$ cat config.mk
export PLATFORM = sky130hd
export DESIGN_NAME = pwr_on_seq
export DESIGN_NICKNAME = d
export VERILOG_FILES = /design/src/rtl/pwr_on_pkg.sv /design/src/rtl/pwr_on_regs.sv /design/src/rtl/pwr_on_sync.sv /design/src/rtl/pwr_on_evt_det.sv /design/src/rtl/pwr_on_tick_timer.sv /design/src/rtl/pwr_on_seq.sv
export SDC_FILE = /design/constraint.sdc
export NUM_CORES = 1
export LEC_CHECK = 0
export BUFFER_PORTS_ARGS = -buffer_cell sky130_fd_sc_hd__buf_4
export CORE_ASPECT_RATIO = 0.5
export CORE_MARGIN = 5
export CORE_UTILIZATION = 54
export DETAILED_ROUTE_END_ITERATION = 12
export PLACE_DENSITY = 0.76
export RECOVER_POWER = 100
export SLEW_MARGIN = 20
export SYNTH_ARGS = -nofsm -noshare
export SYNTH_HDL_FRONTEND = slang
export SYNTH_SLANG_ARGS = --single-unit
$ cat constraint.sdc
create_clock -name clk -period 2.3 [get_ports clk]
set_clock_uncertainty 0.2 [all_clocks]
set_input_delay 0.345 -clock clk [delete_from_list [all_inputs] [get_ports clk]]
set_output_delay 0.345 -clock clk [all_outputs]
set_load 0.005 [all_outputs]
$ cat src/rtl/pwr_on_pkg.sv
package pwr_on_pkg;

   typedef enum logic [2:0] {
      TRG_LOW   = 3'b000,
      TRG_HIGH  = 3'b001,
      TRG_RSV2  = 3'b010,
      TRG_FALL  = 3'b011,
      TRG_RISE  = 3'b100,
      TRG_BOTH  = 3'b101,
      TRG_RSV6  = 3'b110,
      TRG_RSV7  = 3'b111
   } trig_e;

   typedef enum logic [1:0] {
      WAKE_BY_AUTO_BIT  = 2'b00,
      WAKE_NEW_EVT      = 2'b01,
      WAKE_NEW_OR_MATCH = 2'b10,
      WAKE_BLOCKED      = 2'b11
   } wake_e;

   typedef struct packed {
      logic  guard;
      logic  ovr_short;
      trig_e trig;
   } ctrl_t;

   typedef struct packed {
      logic  auto_on;
      wake_e opt;
   } wake_t;

   localparam logic [7:0] CTRL_POR_VAL = 8'h05;
   localparam logic [7:0] WAKE_POR_VAL = 8'h00;

   function automatic logic trig_is_reserved(input trig_e t);
      return (t == TRG_RSV2) || (t == TRG_RSV6) || (t == TRG_RSV7);
   endfunction

endpackage

$ cat src/rtl/pwr_on_regs.sv
module pwr_on_regs
   import pwr_on_pkg::*;
(
   input  logic       clk,
   input  logic       por_n,
   input  logic       mrst_n,
   input  logic       reg_wr_en,
   input  logic       reg_addr,
   input  logic [7:0] reg_wdata,
   output ctrl_t      ctrl,
   output wake_t      wake
);

   ctrl_t ctrl_q;
   wake_t wake_q;

   // Only the first power-up reset loads these; master reset is not wired in.
   always_ff @(posedge clk or negedge por_n) begin
      if (!por_n) begin
         ctrl_q <= ctrl_t'(CTRL_POR_VAL[4:0]);
      end else if (reg_wr_en && !reg_addr) begin
         ctrl_q <= ctrl_t'(reg_wdata[4:0]);
      end
   end

   always_ff @(posedge clk or negedge por_n) begin
      if (!por_n) begin
         wake_q <= wake_t'(WAKE_POR_VAL[2:0]);
      end else if (reg_wr_en && reg_addr) begin
         wake_q <= wake_t'(reg_wdata[2:0]);
      end
   end

   assign ctrl = ctrl_q;
   assign wake = wake_q;

   // master reset with no write leaves the configuration untouched
   assert_cfg_kept_on_mrst_R3: assert property (@(posedge clk) disable iff (!por_n)
      (!mrst_n && !reg_wr_en) |=> ($stable(ctrl_q) && $stable(wake_q)));

endmodule

$ cat src/rtl/pwr_on_sync.sv
module pwr_on_sync #(
   parameter int STAGES = 2
) (
   input  logic clk,
   input  logic rst_n,
   input  logic d,
   output logic q
);

   generate
      if (STAGES < 2) begin : g_bad_stages
         $error("pwr_on_sync: STAGES must be at least 2");
      end
   endgenerate

   logic [STAGES-1:0] ff;

   always_ff @(posedge clk or negedge rst_n) begin
      if (!rst_n) ff <= '0;
      else        ff <= {ff[STAGES-2:0], d};
   end

   assign q = ff[STAGES-1];

endmodule

$ cat src/rtl/pwr_on_evt_det.sv
module pwr_on_evt_det
   import pwr_on_pkg::*;
(
   input  logic  clk,
   input  logic  rst_n,
   input  logic  s_cur,
   input  trig_e mode,
   output logic  hit
);

   logic s_prev;

   always_ff @(posedge clk or negedge rst_n) begin
      if (!rst_n) s_prev <= 1'b0;
      else        s_prev <= s_cur;
   end

   logic rise, fall;
   assign rise = s_cur & ~s_prev;
   assign fall = ~s_cur & s_prev;

   always_comb begin
      unique case (mode)
         TRG_LOW:  hit = ~s_cur;
         TRG_HIGH: hit = s_cur;
         TRG_FALL: hit = fall;
         TRG_RISE: hit = rise;
         TRG_BOTH: hit = rise | fall;
         default:  hit = 1'b0;
      endcase
   end

   // reserved trigger codes are silent
   assert_reserved_silent_R1: assert property (@(posedge clk) disable iff (!rst_n)
      trig_is_reserved(mode) |-> !hit);

endmodule

$ cat src/rtl/pwr_on_tick_timer.sv
module pwr_on_tick_timer #(
   parameter  int MAX_TICKS = 4000,
   localparam int W         = $clog2(MAX_TICKS + 1)
) (
   input  logic         clk,
   input  logic         rst_n,
   input  logic         clr,
   input  logic         tick,
   input  logic [W-1:0] limit,
   output logic         hit,
   output logic         done
);

   generate
      if (MAX_TICKS < 2) begin : g_bad_max
         $error("pwr_on_tick_timer: MAX_TICKS must be at least 2");
      end
   endgenerate

   logic [W-1:0] cnt;

   always_ff @(posedge clk or negedge rst_n) begin
      if (!rst_n)                           cnt <= '0;
      else if (clr)                         cnt <= '0;
      else if (tick && (cnt < limit))       cnt <= cnt + 1'b1;
   end

   assign hit  = tick && !clr && (cnt == limit - 1'b1);
   assign done = (cnt >= limit);

endmodule

$ cat src/rtl/pwr_on_seq.sv
module pwr_on_seq
   import pwr_on_pkg::*;
#(
   parameter int OVR_LONG_TICKS  = 4000,
   parameter int OVR_SHORT_TICKS = 3950,
   parameter int VDD_LOSS_TICKS  = 500,
   parameter int MIN_OFF_TICKS   = 1000,
   parameter int SYNC_STAGES     = 2
) (
   input  logic       clk,
   input  logic       por_n,
   input  logic       mrst_n,
   input  logic       tick_ms,
   input  logic       reg_wr_en,
   input  logic       reg_addr,
   input  logic [7:0] reg_wdata,
   input  logic       evt_in,
   input  logic       btn_in,
   input  logic       vdd_ok,
   input  logic       pwr_fail,
   input  logic       match_evt,
   output logic       pwr_on
);

   localparam int OVR_W  = $clog2(OVR_LONG_TICKS + 1);
   localparam int LOSS_W = $clog2(VDD_LOSS_TICKS + 1);
   localparam int OFF_W  = $clog2(MIN_OFF_TICKS + 1);

   generate
      if (OVR_SHORT_TICKS >= OVR_LONG_TICKS) begin : g_bad_ovr
         $error("pwr_on_seq: short override must be below long override");
      end
      if (VDD_LOSS_TICKS < 2 || MIN_OFF_TICKS < 2) begin : g_bad_time
         $error("pwr_on_seq: timing limits must be at least 2 ticks");
      end
   endgenerate

   logic sys_rst_n;
   assign sys_rst_n = por_n & mrst_n;

   // ---------------- configuration ----------------
   ctrl_t ctrl;
   wake_t wake;

   pwr_on_regs u_regs (
      .clk       (clk),
      .por_n     (por_n),
      .mrst_n    (mrst_n),
      .reg_wr_en (reg_wr_en),
      .reg_addr  (reg_addr),
      .reg_wdata (reg_wdata),
      .ctrl      (ctrl),
      .wake      (wake)
   );

   // ---------------- input conditioning ----------------
   logic evt_s, btn_s;

   pwr_on_sync #(.STAGES(SYNC_STAGES)) u_evt_sync (
      .clk (clk), .rst_n (sys_rst_n), .d (evt_in), .q (evt_s)
   );

   pwr_on_sync #(.STAGES(SYNC_STAGES)) u_btn_sync (
      .clk (clk), .rst_n (sys_rst_n), .d (btn_in), .q (btn_s)
   );

   logic evt_hit;

   pwr_on_evt_det u_evt_det (
      .clk   (clk),
      .rst_n (sys_rst_n),
      .s_cur (evt_s),
      .mode  (ctrl.trig),
      .hit   (evt_hit)
   );

   // ---------------- timers ----------------
   logic       on_q;
   logic       ovr_fire, ovr_done;
   logic       loss_fire_raw, loss_done;
   logic       off_done, off_hit;
   logic [OVR_W-1:0] ovr_limit;

   assign ovr_limit = ctrl.ovr_short ? OVR_W'(OVR_SHORT_TICKS) : OVR_W'(OVR_LONG_TICKS);

   pwr_on_tick_timer #(.MAX_TICKS(OVR_LONG_TICKS)) u_ovr_tmr (
      .clk   (clk),
      .rst_n (sys_rst_n),
      .clr   (!btn_s),
      .tick  (tick_ms),
      .limit (ovr_limit),
      .hit   (ovr_fire),
      .done  (ovr_done)
   );

   logic loss_clr;
   assign loss_clr = ctrl.guard || !on_q || vdd_ok;

   pwr_on_tick_timer #(.MAX_TICKS(VDD_LOSS_TICKS)) u_loss_tmr (
      .clk   (clk),
      .rst_n (sys_rst_n),
      .clr   (loss_clr),
      .tick  (tick_ms),
      .limit (LOSS_W'(VDD_LOSS_TICKS)),
      .hit   (loss_fire_raw),
      .done  (loss_done)
   );

   pwr_on_tick_timer #(.MAX_TICKS(MIN_OFF_TICKS)) u_off_tmr (
      .clk   (clk),
      .rst_n (sys_rst_n),
      .clr   (on_q),
      .tick  (tick_ms),
      .limit (OFF_W'(MIN_OFF_TICKS)),
      .hit   (off_hit),
      .done  (off_done)
   );

   // ---------------- power-failure policy ----------------
   logic vdd_q, match_lat;

   always_ff @(posedge clk or negedge sys_rst_n) begin
      if (!sys_rst_n) begin
         vdd_q     <= 1'b1;
         match_lat <= 1'b0;
      end else begin
         vdd_q     <= vdd_ok;
         match_lat <= pwr_fail && (match_lat || match_evt);
      end
   end

   logic vdd_rise;
   assign vdd_rise = vdd_ok && !vdd_q;

   logic evt_accept, auto_req, block_all;

   always_comb begin
      evt_accept = 1'b0;
      auto_req   = 1'b0;
      block_all  = 1'b0;
      if (!pwr_fail) begin
         evt_accept = evt_hit;
      end else begin
         unique case (wake.opt)
            WAKE_BY_AUTO_BIT: begin
               evt_accept = evt_hit;
               auto_req   = vdd_rise && wake.auto_on;
            end
            WAKE_NEW_EVT: begin
               evt_accept = evt_hit && vdd_ok;
            end
            WAKE_NEW_OR_MATCH: begin
               evt_accept = evt_hit && vdd_ok;
               auto_req   = vdd_rise && match_lat;
            end
            default: begin
               block_all = 1'b1;
            end
         endcase
      end
   end

   // ---------------- output sequencing ----------------
   logic pend_q, lock_q;
   logic force_off, req, allow;

   assign force_off = ovr_fire || (loss_fire_raw && !ctrl.guard);
   assign req       = evt_accept || auto_req;
   assign allow     = (ctrl.guard || !lock_q || off_done) && !block_all;

   always_ff @(posedge clk or negedge sys_rst_n) begin
      if (!sys_rst_n) begin
         on_q   <= 1'b0;
         pend_q <= 1'b0;
         lock_q <= 1'b0;
      end else if (force_off) begin
         if (on_q) lock_q <= 1'b1;
         on_q   <= 1'b0;
         pend_q <= 1'b0;
      end else if (!on_q && (req || pend_q)) begin
         if (allow) begin
            on_q   <= 1'b1;
            pend_q <= 1'b0;
         end else begin
            pend_q <= 1'b1;
         end
      end
   end

   assign pwr_on = on_q;

   // a completed button hold always leaves the output off
   assert_override_off_R4: assert property (@(posedge clk) disable iff (!sys_rst_n)
      ovr_fire |=> !pwr_on);

   // in guard mode 1 only the button can turn the output off
   assert_guard_keeps_on_R8: assert property (@(posedge clk) disable iff (!sys_rst_n)
      (pwr_on && ctrl.guard && !ovr_fire) |=> pwr_on);

   // wake option 11 blocks every turn-on during a failure
   assert_blocked_policy_R12: assert property (@(posedge clk) disable iff (!sys_rst_n)
      (pwr_fail && wake.opt == WAKE_BLOCKED && !pwr_on) |=> !pwr_on);

   // the match latch never survives a cycle without the failure flag
   assert_match_clears_R11: assert property (@(posedge clk) disable iff (!sys_rst_n)
      !pwr_fail |=> !match_lat);

   // in guard mode 0 a turn-on right after a turn-off is impossible
   assert_min_off_R6: assert property (@(posedge clk) disable iff (!sys_rst_n)
      ($fell(pwr_on) && !ctrl.guard) |=> !pwr_on);

endmodule

==> summary.md, run 1 <==
| Metric | Value |
|---|---|
| Outcome | `finished, violations left` |
| Failing checks | `setup timing` |
| Vias per cell | `5.78` |
| Chip width | `108 µm` |
| WL/cell | `between 15 and 20 µm` |
| First-pass GRT wire length | `between 9000 and 10,000 µm` |
| Placeable Area | `0.00451 mm²` |
| F_max | `between 400 and 500 MHz` |
| Cts bufs inserted | `5` |
| Netlist cell types | `45` |
| Max-Cap Viols | `0` |
| Clk sink count | `49` |
| Total GRT Usage | `0.188` |
| Asr flop ratio synth | `1.00` |
| Die Area | `0.00633 mm²` |
| Synth area leader | `dfrtp_1` |
| Top cells by area, synth | `dfrtp_1, ha_1, mux2_2, nor2_1, dfstp_2` |
| Min-delay worst type | `input pin to register` |
| Buffers on Ports | `16` |
| GRT overflow | `0` |
| Dpl hpwl | `3730 µm` |
| Post-DRT Antenna Nets | `0` |
| Fill cell count | `359` |
| Via count | `2,080` |
| Number of DRC markers in iteration 0 | `76` |
| Final Critical Period | `between 2 and 2.5 ns` |
| Slowest CP cell | `or4_4` |
| Worst slew pin tran | `between 0.5 and 0.6 ns` |
| H-tree Lvls | `2` |
| Sequential area share after synthesis | `0.478` |
| Synth Flop Type | `dfrtp_1` |
| Most frequent CP cell | `buf_6` |
| Layout Nets | `327` |
| Warnings from Yosys | `0` |
| Initial antenna violation count | `0` |
| Fin crit share | `1.02` |
| Total chip power | `between 1.5 and 2 mW` |
| Net Count, Synth | `292` |
| CP delay by family, top | `simple AND/OR/NAND/NOR gates` |
| CTS tree | `built` |
| Relative slew slack | `0.641` |
| Final worst slack | `-0.0460 ns` |
| Worst EP arrival | `around 2.4 ns` |
| Flops & latches, synth | `49` |
| Root Buffer | `clkbuf_8` |
| Critical-path maximum fanout | `7` |
| Pin count of the biggest net entering global routing | `34` |
| Critical path class | `register to register` |
| Post-synth EDFFs | `0` |
| Startpoint types | `register` |
| Sequential Area | `0.00123 mm²` |
| Hold Vio Cnt, Final | `0` |
| Ports | `20` |
| Clock buffer depth | `2` |
| Lkg Pwr | `about 1.3 nW` |
| Commonest cells post-synth | `dfrtp_1, nor2_1, nand2_1` |
| Syn avg cell area | `9.97 µm²` |
| Max-slew violations | `0` |
| Row count | `17` |
| Final routed DRC violation total | `0` |
| Mapped Cells | `258` |
| DRT Wirelength | `5590 µm` |
| CP required | `2.34 ns` |
| Multi-input gate area | `0.00140 mm²` |
| Area of the mapped netlist | `0.00257 mm²` |
| Hold slack | `0.0336 ns` |
| Top-count cell post-synth | `dfrtp_1` |
| Die H | `slightly below 60 µm` |
| P per Cell Area | `roughly 540 mW/mm²` |
| Share of layout cells above drive strength 1 | `0.235` |
| Skew-Pair Late Insertion Delay | `slightly above 0.3 ns` |
| # setup viols final | `5` |
| Area share of the largest cell type after synthesis | `0.448` |
| RSZ-0062 raised after global routing | `true` |
| Vias in the first global route | `2,175` |
| Max VDD drop | `331 µV` |
| First-pass DRT Iterations | `4` |
| Crit. End Element | `register` |
| Global placement routability congestion | `0.821` |
| Synth-to-layout area growth | `21.9%` |
| Clock-pin slew on the worst setup and hold paths | `0.10 ns` |
| Initial Util | `0.570` |
| Antenna Cells | `0` |
| CP Cell Sequence | `buf_6, ha_4, nand2_1, a2111oi_4, or2_1, buf_6, or4_4, a21oi_2` |
| Buf+Inv Stages, Crit Path | `2` |
| Largest incremental delay on the critical path | `0.50 ns` |
[logic make-up after synthesis]
family	synth area share
AO/OA/AOI/OAI	0.127
XOR/XNOR	0.0443
adder cells (fa/ha/maj)	0.0730
buffers and inverters	0.0307
flip-flops	0.478
multiplexers	0.0545
AND/OR/NAND/NOR	0.193
[routing by layer]
metal / global-route usage / routed length [µm] / share of wire
met1: 0.218 / 2430 / 0.43
met2: 0.350 / 2880 / 0.52
met3: 0.0449 / 224 / 0.040
met5: 0 / 0 / 0
met4: 0.0594 / 53 / 0.0095
[cells in the final DEF (no fill, tap or decap), types with 3 or more instances in the layout]
master	netlist	layout
a31oi_1	3	3
nand3_1	7	7
xor2_1	7	7
nand2b_1	4	3
mux2i_1	5	5
nor2_1	23	23
a21oi_2	0	5
and3_1	6	6
ha_1	15	11
nand2_1	21	21
buf_6	0	3
buf_4	0	24
or4_1	7	3
o21ai_0	12	11
ha_4	0	4
nor3_1	5	5
dfrtp_1	46	45
xnor2_1	6	6
dfstp_2	3	3
mux2_2	8	8
a21oi_1	15	8
or3_1	6	6
o31ai_1	5	5
nand4_1	10	10
inv_1	12	11
dlygate4sd3_1	0	5
clkbuf_8	0	5
or4_4	0	4
[what timing repair did]
action                                  in CTS  in global routing
gates resized for setup                     16                 13
endpoints found under the hold margin       19                  0
endpoints found under the setup margin       8                 10
hold buffers                                 5                  0
pin swaps                                   13                  9
setup buffers                                3                  1
gates cloned                                 1                  0
[worst reg2reg max path, stage by stage (launching register included)]
cell and delay, ns:
dfrtp_2 0.46, buf_6 0.14, ha_4 0.23, nand2_1 0.15, a2111oi_4 0.08, or2_1 0.25, buf_6 0.14, or4_4 0.50
a21oi_2 0.13
[power breakdown]
| part | leakage (nW) | total, mW | switching, mW | internal, mW |
|---|---|---|---|---|
| logic | 0.636 | 0.215 | 0.110 | 0.105 |
| clock network | 0.0481 | 0.527 | 0.311 | 0.216 |
| registers | 0.641 | 0.936 | 0.0368 | 0.899 |
| total | 1.32 | 1.68 | 0.458 | 1.22 |
[final timing paths]
kind	from	end	slack, ns	depth (start not counted)
max	u_regs.ctrl[3]$_DFFE_PN0P_	u_ovr_tmr.cnt[10]$_DFFE_PN0P_	-0.05	8
min	reg_wdata[3]	u_regs.ctrl[3]$_DFFE_PN0P_	0.03	3
max reg2reg	u_regs.ctrl[3]$_DFFE_PN0P_	u_ovr_tmr.cnt[10]$_DFFE_PN0P_	-0.05	8
min reg2reg	u_btn_sync.ff[0]$_DFF_PN0_	u_btn_sync.ff[1]$_DFF_PN0_	0.16	0
max in group asynchronous	por_n	vdd_q$_DFF_PN1_	0.46	4
min in group asynchronous	por_n	u_regs.wake[1]$_DFFE_PN0P_	0.30	2
[flip-flops by register name, summed over array words and instances, names as in the netlist]
name	flops
pwr_on	1
pend_q	1
u_off_tmr.cnt	10
u_btn_sync.ff	2
u_evt_sync.ff	2
u_ovr_tmr.cnt	12
u_evt_det.s_prev	1
lock_q	1
u_regs.ctrl	5
match_lat	1
vdd_q	1
u_regs.wake	3
u_loss_tmr.cnt	9
[layout make-up]
type | instances | share of cell area
Tap cell | 66 | 0.0263
Multi-Input combinational cell | 189 | 0.445
Clock inverter | 3 | 0.00718
Timing Repair Buffer | 36 | 0.0914
Clock buffer | 5 | 0.0219
Sequential cell | 49 | 0.393
Inverter | 12 | 0.0152
[through the flow]
stage / worst slack [ns] / TNS [ns] / instance area, µm² / cells / util
after floorplan: 0.00345 / 0 / 2570 / 258 / -
after global placement: -0.0289 / -0.0865 / 2820 / 342 / 0.625
after detailed placement: -0.107 / -0.547 / 2820 / 342 / 0.625
after CTS: -0.0227 / -0.0399 / 3090 / 359 / 0.686
after global routing: -0.0873 / -0.504 / 3140 / 360 / 0.695
final: -0.0460 / -0.0940 / 3140 / 360 / 0.695
Power figures use the tool's default switching activity.
==> inputs of run 2 (changes only) <==
- CELL_PAD_IN_SITES_DETAIL_PLACEMENT: unset -> 0
- CELL_PAD_IN_SITES_GLOBAL_PLACEMENT: unset -> 1
- CORE_UTILIZATION: 54 -> 42
- PLACE_DENSITY: 0.76 -> unset
- PLACE_DENSITY_LB_ADDON: unset -> 0.1
==> run 2 against run 1 <==
The flow still finishes with violations (setup timing). Final cell count is 3.3% higher. Count of clock-buffer cells in the layout is 1 higher. Hold slack better by 0.023 ns. Die area is 25% higher. Wire length is 0.86% lower. Design area is 4.3% higher. Flip-flop and latch count stayed put. Sequential share of layout area is 1.6 points lower. Register-to-register slack worse by 0.02 ns.
==> summary.md, run 2 (synthesized netlist as in run 1, its figures left out) <==
| Metric | Value |
|---|---|
| Chip width | `121 µm` |
| Setup TNS | `-0.218 ns` |
| Startpoint types | `register` |
| Initial antenna violation count | `0` |
| Utilization after layout | `0.544` |
| Max-slew violations | `0` |
| Hold Vio Cnt, Final | `0` |
| Clock-pin slew on the worst setup and hold paths | `0.06 ns` |
| Buffers on Ports | `16` |
| Outcome | `finished, violations left` |
| Worst EP arrival | `2.38 ns` |
| CP required | `roughly 2.3 ns` |
| Root Buffer | `clkbuf_16` |
| GRT overflow | `0` |
| Layout Nets | `328` |
| Crit. End Element | `register` |
| Reg power frac | `0.470` |
| Max-Cap Viols | `0` |
| Global placement routability congestion | `0.813` |
| Clock buffer depth | `2` |
| Final routed DRC violation total | `0` |
| Vias per cell | `5.51` |
| Top flop regs | `u_ovr_tmr.cnt: 12 flops, u_off_tmr.cnt: 10 flops, u_loss_tmr.cnt: 9 flops` |
| Placeable Area | `0.00601 mm²` |
| P_sw | `464 µW` |
| Vias in the first global route | `2,078` |
| Critical-path maximum fanout | `5` |
| Number of DRC markers in iteration 0 | `79` |
| RSZ-0062 raised after global routing | `true` |
| CTS tree | `built` |
| Leading cell type in the layout, fill and taps excluded | `dfrtp_1` |
| DRT Wirelength | `5540 µm` |
| Pin count of the biggest net entering global routing | `21` |
| Die H | `approximately 65 µm` |
| Lkg Pwr | `1.37 nW` |
| FF-to-FF setup slack | `-0.07 ns` |
| P per Cell Area | `around 610 mW/mm²` |
| DP Area | `0.00287 mm²` |
| Commonest non-fill, non-tap cells in the layout | `dfrtp_1, nor2_1, buf_4, nand2_1, o21ai_0` |
| Post-place setup slack | `-0.0894 ns` |
| F_max | `422 MHz` |
| Worst slew pin tran | `between 0.5 and 0.6 ns` |
| Combinational share of power | `0.113` |
| Dpl hpwl | `3960 µm` |
| Share of layout cells above drive strength 1 | `0.244` |
| Critical path class | `register to register` |
| Hold slack | `0.0564 ns` |
| Antenna Cells | `0` |
| Final Critical Period | `2.37 ns` |
| Clock network power share | `0.418` |
| Switch share | `0.233` |
| First-pass DRT Iterations | `4` |
| Via count | `2,048` |
| H-tree Lvls | `2` |
| Row count | `20` |
| Relative slew slack | `0.642` |
| Max VDD drop | `around 430 µV` |
| WL/cell | `around 15 µm` |
| Cell area after layout | `about 0.0033 mm²` |
| Post-DRT Antenna Nets | `0` |
| Die Area | `0.00788 mm²` |
| Ports | `20` |
| P_int | `~1.5 mW` |
| Cts bufs inserted | `5` |
| Failing checks | `setup timing` |
| First-pass GRT wire length | `9760 µm` |
| Initial Util | `0.428` |
| Final worst slack | `-0.0674 ns` |
| Min-delay worst type | `input pin to register` |
| Skew-Pair Late Insertion Delay | `0.29 ns` |
| # setup viols final | `5` |
| Fin crit share | `1.03` |
| Max reg flops | `12` |
| Total GRT Usage | `0.156` |
| Clk sink count | `49` |
| Synth-to-layout area growth | `27.2%` |
| Top reg by flops | `u_ovr_tmr.cnt` |
[run 2: changes by cell type in the layout (fill, tap and decap cells not counted), sizes merged]
| cell | before | now |
|---|---|---|
| clkbuf | 9 | 10 |
| clkinv | 3 | 1 |
| bufinv | 0 | 1 |
| buf | 27 | 28 |
[run 2: worst paths after layout]
| kind | endpoint | depth (start not counted) | from |
|---|---|---|---|
| worst max-delay path | u_ovr_tmr.cnt[10]$_DFFE_PN0P_ | 8 | u_regs.ctrl[3]$_DFFE_PN0P_ |
| worst min-delay path | u_regs.ctrl[3]$_DFFE_PN0P_ | 3 | reg_wdata[3] |
| worst max register to register | u_ovr_tmr.cnt[10]$_DFFE_PN0P_ | 8 | u_regs.ctrl[3]$_DFFE_PN0P_ |
| worst min register to register | u_btn_sync.ff[1]$_DFF_PN0_ | 0 | u_btn_sync.ff[0]$_DFF_PN0_ |
| max in group asynchronous | vdd_q$_DFF_PN1_ | 4 | por_n |
| min in group asynchronous | u_regs.wake[2]$_DFFE_PN0P_ | 2 | por_n |
[run 2: per-layer routing]
layer	track usage	vias up	wire (µm)
met2	0.268	31	2640
met5	0	-	0
met4	0.0381	0	51
met3	0.0456	7	198
met1	0.196	1010	2650
li1	-	1000	-
[run 2: worst max-delay path, stage by stage, from the launching register on]
cell	delay, ns
dfrtp_1	0.41
inv_4	0.12
ha_4	0.22
a21oi_4	0.17
a2111oi_4	0.10
or2_4	0.26
buf_4	0.16
or4_4	0.51
a21oi_2	0.14
[run 2: area by class of cell]
type | count | area [µm²]
Fill cell | 546 | 2740
Multi-Input combinational cell | 189 | 1420
Sequential cell | 49 | 1230
Timing Repair Buffer | 37 | 310
Clock buffer | 6 | 129
Tap cell | 77 | 96.3
Inverter | 12 | 47.5
Clock inverter | 2 | 35.0
[run 2: timing repair]
item	CTS	global route
pin swaps	8	8
hold buffers	5	0
buffers inserted	2	0
resized for setup	12	21
hold endpoints to repair	21	0
cloned	0	1
endpoints found under the setup margin	7	12
[run 2: power by group through the flow]
stage / combinational [mW] / clock [mW] / sequential [mW]
6_report: 0.224 / 0.830 / 0.933
5_1_grt: 0.259 / 0.893 / 0.938
4_1_cts: 0.213 / 0.856 / 0.932
3_5_place_dp: 0.185 / 0 / 0.949
3_3_place_gp: 0.179 / 0 / 0.947
2_1_floorplan: 0.116 / 0 / 0.937
[run 2: metrics by stage]
| stage | power (mW) | instances |
|---|---|---|
| final | 1.99 | 372 |
| after detailed placement | 1.13 | 356 |
| after global placement | 1.13 | 356 |
| after global routing | 2.09 | 372 |
| after CTS | 2.00 | 371 |
| after floorplan | 1.05 | 258 |
==> inputs of run 3 (changes only) <==
- CORE_UTILIZATION: 42 -> 47
- clock period: 2.3 -> 2.47 ns (I/O delays scaled with it)
==> run 3 against run 2 <==
The run now ends clean. Sequential share of layout area grew 4.0 points. Via count decreased by 4.3%. Maximum frequency is 0.59% lower. Core utilization increased by 0.35 points. Sequential power shrank 6.9%. Power decreased by 23%. Final cell count is 3.2% lower. Combinational power decreased by 25%. Largest power group unchanged.
==> summary.md, run 3 (synthesized netlist as in run 1, its figures left out) <==
| Metric | Value |
|---|---|
| Row count | `19` |
| Final routed DRC violation total | `0` |
| Hold Vio Cnt, Final | `0` |
| CP required | `2.51 ns` |
| Layout Cells excl Fill | `360` |
| Clock-pin slew on the worst setup and hold paths | `0.09 ns` |
| Antenna Cells | `0` |
| Layout Nets | `320` |
| Die H | `62.3 µm` |
| Buffers on Ports | `16` |
| Max reg flops | `12` |
| Initial antenna violation count | `0` |
| Clock buffer depth | `2` |
| Max-Cap Viols | `0` |
| Post-place setup slack | `-0.00823 ns` |
| Placed Cells | `346` |
| Top reg by flops | `u_ovr_tmr.cnt` |
| Top flop regs | `u_ovr_tmr.cnt: 12 flops, u_off_tmr.cnt: 10 flops, u_loss_tmr.cnt: 9 flops` |
| Cts bufs inserted | `5` |
| # setup viols final | `0` |
| Startpoint types | `register` |
| Total GRT Usage | `0.162` |
| Final worst slack | `about 0.089 ns` |
| Critical-path maximum fanout | `10` |
| Dpl hpwl | `3790 µm` |
| Root Buffer | `clkbuf_8` |
| Multi-input gate area | `0.00129 mm²` |
| Worst EP arrival | `2.42 ns` |
| Vias in the first global route | `1,948` |
| Worst slew pin tran | `~0.67 ns` |
| DRT Wirelength | `between 5000 and 6000 µm` |
| Chip width | `115 µm` |
| Sequential Area | `roughly 0.0012 mm²` |
| Outcome | `complete, no violations` |
| Synth-to-layout area growth | `15.0%` |
| Fill cell count | `495` |
| WL/cell | `14.4 µm` |
| P per Cell Area | `517 mW/mm²` |
| H-tree Lvls | `2` |
| Share of layout cells above drive strength 1 | `0.153` |
| Global placement routability congestion | `0.808` |
| Pin count of the biggest net entering global routing | `26` |
| Max-slew violations | `0` |
| Vias per cell | `around 5.4` |
| Largest incremental delay on the critical path | `0.53 ns` |
| Slowest CP cell | `or4_1` |
| First-pass GRT wire length | `~9000 µm` |
| Commonest non-fill, non-tap cells in the layout | `dfrtp_1, nor2_1, nand2_1, buf_4` |
| CTS tree | `built` |
| Final Critical Period | `approximately 2.4 ns` |
| CP Cell Sequence | `inv_4, ha_1, nand4_1, a21oi_1, or2_1, buf_4, or4_1, a21oi_2` |
| Critical path class | `register to register` |
| Placeable Area | `0.00540 mm²` |
| Lkg Pwr | `1.26 nW` |
| Max VDD drop | `roughly 360 µV` |
| Leading cell type in the layout, fill and taps excluded | `dfrtp_1` |
| Ports | `20` |
| Die Area | `0.00714 mm²` |
| RSZ-0062 raised after global routing | `false` |
| Fin crit share | `0.964` |
| First-pass DRT Iterations | `4` |
| Via count | `just under 2,000` |
| Clk sink count | `49` |
| Initial Util | `0.476` |
| Min-delay worst type | `input pin to register` |
| Number of DRC markers in iteration 0 | `123` |
| GRT overflow | `0` |
| Hold slack | `0.0596 ns` |
| Relative slew slack | `0.546` |
| F_max | `420 MHz` |
| Skew-Pair Late Insertion Delay | `0.32 ns` |
| Crit. End Element | `register` |
| Post-DRT Antenna Nets | `0` |
## run 3: cell count changes in the layout (fill, tap and decap cells not counted), moves of 2 or more
cell	previous run	this run
buf_4	23	14
a21oi_1	8	13
clkbuf_16	5	0
clkbuf_8	0	5
or4_1	2	7
or4_4	5	0
buf_6	4	0
a21oi_2	5	2
clkbuf_1	3	6
ha_1	10	13
ha_4	5	2
a21oi_4	2	0
clkbuf_2	0	2
## run 3: cell type report
class                           instances  area share
Multi-Input combinational cell        189       0.437
Tap cell                               73      0.0309
Timing Repair Buffer                   29      0.0698
Sequential cell                        49       0.416
Clock buffer                            6      0.0245
Clock inverter                          2     0.00550
Inverter                               12      0.0161
## run 3: critical path, delay by kind of cell, from the launching register on
kind                     cells  cell delay, ns
AO/OA/AOI/OAI                2            0.24
adder cells (fa/ha/maj)      1            0.31
buffers and inverters        2            0.25
flip-flops                   1            0.43
AND/OR/NAND/NOR              3            0.90
## run 3: repair_timing
item                                    CTS  global route
buffers inserted                          1             0
hold buffers                              5             0
endpoints found under the setup margin    4             7
resized for setup                         1             8
hold endpoints to repair                 33             0
pin swaps                                 0             0
## run 3: through the flow
step / power [mW] / area [µm²] / setup TNS [ns] / util
floorplan: 0.980 / 2570 / 0 / -
global placement: 1.04 / 2800 / 0 / 0.519
detailed placement: 1.05 / 2800 / -0.00823 / 0.519
CTS: 1.55 / 2950 / 0 / 0.546
global route: 1.62 / 2960 / 0 / 0.548
finish: 1.53 / 2960 / 0 / 0.548
## run 3: worst paths after layout
path | cells after the start | endpoint | from | slack [ns]
setup / recovery | 8 | u_ovr_tmr.cnt[9]$_DFFE_PN0P_ | u_regs.ctrl[3]$_DFFE_PN0P_ | 0.09
max in group asynchronous | 4 | u_ovr_tmr.cnt[10]$_DFFE_PN0P_ | por_n | 0.49
hold reg to reg | 0 | u_evt_sync.ff[1]$_DFF_PN0_ | u_evt_sync.ff[0]$_DFF_PN0_ | 0.16
setup reg to reg | 8 | u_ovr_tmr.cnt[9]$_DFFE_PN0P_ | u_regs.ctrl[3]$_DFFE_PN0P_ | 0.09
min in group asynchronous | 2 | u_regs.wake[0]$_DFFE_PN0P_ | por_n | 0.31
hold / removal | 2 | match_lat$_DFF_PN0_ | match_evt | 0.06
## run 3: per-layer routing
layer | global-route usage | up-vias | share of wire
met2 | 0.237 | 12 | 0.46
li1 | - | 987 | -
met3 | 0.0436 | 4 | 0.025
met4 | 0.0519 | 0 | 0.0081
met5 | 0 | - | 0
met1 | 0.232 | 957 | 0.51
## run 3: power by group
group          leakage [nW]  internal [mW]  switching [mW]
Clock                0.0414          0.202           0.290
Sequential            0.641          0.837          0.0321
Combinational         0.573         0.0800          0.0885
